`src/rtl/arb_pkg.sv`:
```
package arb_pkg;
   typedef enum logic {
      PRIO_LOW_IDX  = 1'b0,
      PRIO_HIGH_IDX = 1'b1
   } prio_dir_e;
endpackage

```
`src/rtl/arb_chain_cell.sv`:
```
module arb_chain_cell (
   input  logic clk,
   input  logic rst_n,
   input  logic req_i,
   input  logic done_i,
   input  logic grant_in,
   output logic grant_out,
   output logic pend_o,
   output logic master_o
);
   logic pend_q;
   logic mast_q;
   logic take;

   assign take      = grant_in & pend_q;
   assign grant_out = grant_in & ~pend_q;
   assign pend_o    = pend_q;
   assign master_o  = mast_q;

   always_ff @(posedge clk or negedge rst_n) begin
      if (!rst_n) begin
         pend_q <= 1'b0;
         mast_q <= 1'b0;
      end else begin
         pend_q <= take ? 1'b0 : (pend_q | (req_i & ~mast_q));
         mast_q <= take | (mast_q & ~done_i);
      end
   end
endmodule

```
`src/rtl/arb_tier_chain.sv`:
```
module arb_tier_chain #(
   parameter int N_DEV = 4
) (
   input  logic             clk,
   input  logic             rst_n,
   input  logic [N_DEV-1:0] req_i,
   input  logic [N_DEV-1:0] done_i,
   input  logic             grant_line,
   output logic             tier_req,
   output logic [N_DEV-1:0] master_o
);
   logic [N_DEV:0]   link;
   logic [N_DEV-1:0] pend;

   assign link[0] = grant_line;

   for (genvar d = 0; d < N_DEV; d++) begin : g_cell
      arb_chain_cell u_cell (
         .clk       (clk),
         .rst_n     (rst_n),
         .req_i     (req_i[d]),
         .done_i    (done_i[d]),
         .grant_in  (link[d]),
         .grant_out (link[d+1]),
         .pend_o    (pend[d]),
         .master_o  (master_o[d])
      );
   end

   assign tier_req = |pend;

   logic unused_tail;
   assign unused_tail = link[N_DEV];
endmodule

```
`src/rtl/arb_tier_picker.sv`:
```
module arb_tier_picker #(
   parameter int                N_LVL    = 3,
   parameter arb_pkg::prio_dir_e PRIO_DIR = arb_pkg::PRIO_LOW_IDX
) (
   input  logic             clk,
   input  logic             rst_n,
   input  logic [N_LVL-1:0] tier_req,
   input  logic             busy,
   output logic [N_LVL-1:0] grant_o
);
   logic [N_LVL-1:0] sel;
   logic [N_LVL-1:0] grant_q;

   if (PRIO_DIR == arb_pkg::PRIO_LOW_IDX) begin : g_low_first
      always_comb begin
         sel = '0;
         for (int i = N_LVL - 1; i >= 0; i--) begin
            if (tier_req[i]) begin
               sel    = '0;
               sel[i] = 1'b1;
            end
         end
      end
   end else begin : g_high_first
      always_comb begin
         sel = '0;
         for (int i = 0; i < N_LVL; i++) begin
            if (tier_req[i]) begin
               sel    = '0;
               sel[i] = 1'b1;
            end
         end
      end
   end

   always_ff @(posedge clk or negedge rst_n) begin
      if (!rst_n) begin
         grant_q <= '0;
      end else if (grant_q == '0 && !busy && (|tier_req)) begin
         grant_q <= sel;
      end else begin
         grant_q <= '0;
      end
   end

   assign grant_o = grant_q;
endmodule

```
`src/rtl/prio_chain_arbiter.sv`:
```
module prio_chain_arbiter #(
   parameter int                N_LVL    = 3,
   parameter int                N_DEV    = 4,
   parameter arb_pkg::prio_dir_e PRIO_DIR = arb_pkg::PRIO_LOW_IDX
) (
   input  logic                   clk,
   input  logic                   rst_n,
   input  logic [N_LVL*N_DEV-1:0] dev_req,
   input  logic [N_LVL*N_DEV-1:0] dev_done,
   output logic [N_LVL-1:0]       tier_grant,
   output logic [N_LVL*N_DEV-1:0] dev_master,
   output logic                   bus_busy
);
   localparam int N_ALL = N_LVL * N_DEV;

   if (N_LVL < 1) begin : g_bad_lvl
      $error("prio_chain_arbiter: N_LVL must be at least 1");
   end
   if (N_DEV < 1) begin : g_bad_dev
      $error("prio_chain_arbiter: N_DEV must be at least 1");
   end

   logic [N_LVL-1:0] tier_req;
   logic [N_LVL-1:0] grant_w;
   logic [N_ALL-1:0] master_w;

   for (genvar t = 0; t < N_LVL; t++) begin : g_tier
      arb_tier_chain #(.N_DEV(N_DEV)) u_chain (
         .clk        (clk),
         .rst_n      (rst_n),
         .req_i      (dev_req[t*N_DEV +: N_DEV]),
         .done_i     (dev_done[t*N_DEV +: N_DEV]),
         .grant_line (grant_w[t]),
         .tier_req   (tier_req[t]),
         .master_o   (master_w[t*N_DEV +: N_DEV])
      );
   end

   arb_tier_picker #(.N_LVL(N_LVL), .PRIO_DIR(PRIO_DIR)) u_pick (
      .clk      (clk),
      .rst_n    (rst_n),
      .tier_req (tier_req),
      .busy     (bus_busy),
      .grant_o  (grant_w)
   );

   assign tier_grant = grant_w;
   assign dev_master = master_w;
   assign bus_busy   = |master_w;
endmodule

```
`config.mk`:
```
export PLATFORM = sky130hd
export DESIGN_NAME = prio_chain_arbiter
export DESIGN_NICKNAME = d
export VERILOG_FILES = /design/src/rtl/arb_pkg.sv /design/src/rtl/arb_chain_cell.sv /design/src/rtl/arb_tier_chain.sv /design/src/rtl/arb_tier_picker.sv /design/src/rtl/prio_chain_arbiter.sv
export SDC_FILE = /design/constraint.sdc
export NUM_CORES = 1
export LEC_CHECK = 0
export ABC_AREA = 0
export BUFFER_PORTS_ARGS = -buffer_cell sky130_fd_sc_hd__buf_4
export CAP_MARGIN = 20
export CORE_ASPECT_RATIO = 2
export CORE_UTILIZATION = 44
export DETAILED_ROUTE_END_ITERATION = 10
export PLACE_DENSITY = 0.74
export SKIP_CTS_REPAIR_TIMING = 1
export SLEW_MARGIN = 0
export SYNTH_ARGS = -nofsm -noshare
export SYNTH_HDL_FRONTEND = slang
export SYNTH_HIERARCHICAL = 1
export SYNTH_SLANG_ARGS = --single-unit
```
`constraint.sdc`:
```
create_clock -name clk -period 1.8 [get_ports clk]
set_clock_uncertainty 0.15 [all_clocks]
set_input_delay 0.18 -clock clk [delete_from_list [all_inputs] [get_ports clk]]
set_output_delay 0.18 -clock clk [all_outputs]
set_load 0.05 [all_outputs]
```
==> results by group <==
Setup path
  – Slowest CP cell: dfrtp_2
  – Reg2reg setup slack: -0.006 ns
  – Worst EP arrival: approximately 1.8 ns
  – CP peak stage delay: approximately 0.45 ns
  – Startpoint types: flop
  – Critical Path Fanout Max: 4
  – Required time of the worst setup path: ~1.8 ns
  – CP Cell Sequence: nor4_4 -> nand3_4 -> or4_4 -> nor4b_4
  – Worst Setup End Kind: flop
  – R2R cell count: 4
  – Crit Path Class: reg -> reg

Clock network
  – H-tree Lvls: 1
  – Clk sinks: 27
  – TritonCTS clock tree: done
  – Num CTS Buffers: 3
  – Root buf cell: clkbuf_8
  – Worst-path clk slew: roughly 0.090 ns
  – Clk buf depth: 2
  – Clock latency on the worst-skew pair: ~0.27 ns

Timing
  – Final setup TNS: -0.00598 ns
  – Final Hold Fails: 0
  – Slack of the critical path: -0.00598 ns
  – Fin. max-slew vios: 0
  – Max Clock Freq: 554 MHz
  – Max-slew headroom: about three quarters
  – Final Setup Violations: 1
  – Tmin final: 1.81 ns
  – Worst Max-Slew Pin Slew: roughly 0.35 ns
  – Fin crit share: 100%
  – Unrepaired setup endpoints after global routing: yes

Synthesis
  – Synthesized cell area: approximately 1300 um2
  – Syn avg cell area: 11.6 um2
  – Synthesis Warnings: 6
  – Synth Instances: between 100 and 150
  – Mapped Nets: 134

Placement
  – RD Place Congestion: between 0.7 and 0.8
  – Post-DP HPWL: about 1900 um
  – IO buf count: between 40 and 50

Floorplan
  – Die area: 3080 um2
  – Die span in y: about 78 um
  – Core ar.: 2740 um2
  – Die width: 39.8 um
  – # rows: 27
  – Io pins: 42
  – Initial core utilization: a little under half

Min path
  – Worst hold stages: 3
  – Worst hold path type: in -> reg

Global routing
  – First-pass GRT wire length: around 3900 um
  – Vias in the first global route: between 900 and 1000
  – Tot GR Track Use: roughly 18%
  – Initial antenna violation count: 0
  – Total grt overflow: 0
  – Largest net degree at the start of global routing: 28

Layout
  – Most common cell after layout, fill and taps aside: buf_4
  – Layout cells sized above 1: between 40% and 50%
  – Synth-to-layout area growth: 49.0%
  – Layout fillers: 217
  – # diodes: 0
  – Nets: just under 200
  – Commonest cells after routing, fill and taps aside: buf_4 (43), dfrtp_1 (17), inv_1 (13), dlygate4sd3_1 (13)

Routing
  – WL per Instance: about 13 um
  – Final ANT Viol Nets: 0
  – Final WL: about 2500 um
  – Drt pass-1 iters: 3
  – Residual DRC: 0
  – Vias: approximately 970
  – DRT iter0 DRCs: 5
  – Vias/cell: slightly below 5

Power and ir drop
  – Internal power: 1.13 mW
  – Flop pwr share: between 40% and 50%
  – Sw Pwr: approximately 650 uW
  – Comb power frac: between 30% and 40%
  – VDD IR max: ~0.66 mV
  – P per Cell Area: 952 nW/um2
  – Total power: 1.78 mW
  – Switching share of power: about 36%
  – Pleak: roughly 0.87 nW
  – Clk pwr share: 18.9%

Job
  – Number of max-cap violations: 0

Status
  – Failing checks: negative setup slack
  – Status: complete, but fails checks
-- metrics by stage --
stage / cell area, um2 / utilization, % / hold WS (ns) / worst slack (ns) / instances
after floorplan: 1330 / - / -0.266 / -0.234 / 108
after global placement: 1680 / 61.5 / -0.0368 / 0.0381 / 180
after detailed placement: 1680 / 61.5 / -0.0394 / 0.0154 / 180
after CTS: 1730 / 63.2 / -0.338 / -0.000299 / 184
after global routing: 1870 / 68.3 / 0.00574 / -0.0894 / 197
final: 1870 / 68.3 / 0.0128 / -0.00598 / 197
-- state kept, by name (all words and copies together) (netlist names) --
signal	flops
g_tier.u_chain/g_cell.u_cell/pend_o	12
g_tier.u_chain/g_cell.u_cell/master_o	12
u_pick/grant_o	3
-- critical path, delay by kind of cell (launching register included) --
family / cells / cell delay [ns]
flip-flops: 1 / 0.45
AND/OR/NAND/NOR: 4 / 1.13
-- layout make-up --
| type | count | area (um2) | share of cell area (%) |
|---|---|---|---|
| clock inverter | 1 | 5.00 | 0.268 |
| sequential | 27 | 688 | 36.8 |
| clock buffer | 3 | 41.3 | 2.21 |
| multi-input combinational | 68 | 597 | 31.9 |
| inverter | 13 | 48.8 | 2.61 |
| tap | 29 | 36.3 | 1.94 |
| timing repair buffer | 56 | 453 | 24.2 |
-- path summary, 6_finish.rpt --
check                                                                  from                                     endpoint
max in group asynchronous                                             rst_n  g_tier[2].u_chain/g_cell[2].u_cell/master_o
worst min register to register    g_tier[1].u_chain/g_cell[3].u_cell/pend_o    g_tier[1].u_chain/g_cell[3].u_cell/pend_o
worst max-delay path            g_tier[1].u_chain/g_cell[0].u_cell/master_o                            u_pick/grant_o[2]
worst max register to register  g_tier[1].u_chain/g_cell[0].u_cell/master_o                            u_pick/grant_o[2]
min in group asynchronous                                             rst_n    g_tier[0].u_chain/g_cell[2].u_cell/pend_o
worst min-delay path                                             dev_req[2]    g_tier[0].u_chain/g_cell[2].u_cell/pend_o
-- routing by layer --
| metal | wire length, um | track usage, % | vias to the layer above |
|---|---|---|---|
| met3 | 75 | 2.86 | 2 |
| met5 | 0 | 0 | - |
| met2 | 1380 | 31.0 | 23 |
| met1 | 1020 | 20.5 | 467 |
| li1 | - | - | 473 |
| met4 | 19 | 7.24 | 0 |
-- power by group through the flow --
stage               Clock (mW)  Combinational, mW  Sequential, mW
finish                   0.336              0.660           0.783
CTS                      0.349              0.636           0.785
global route             0.369              0.703           0.799
global placement             0              0.629           0.793
floorplan                    0              0.307           0.919
detailed placement           0              0.634           0.798
(Power assumes the default switching activity.)
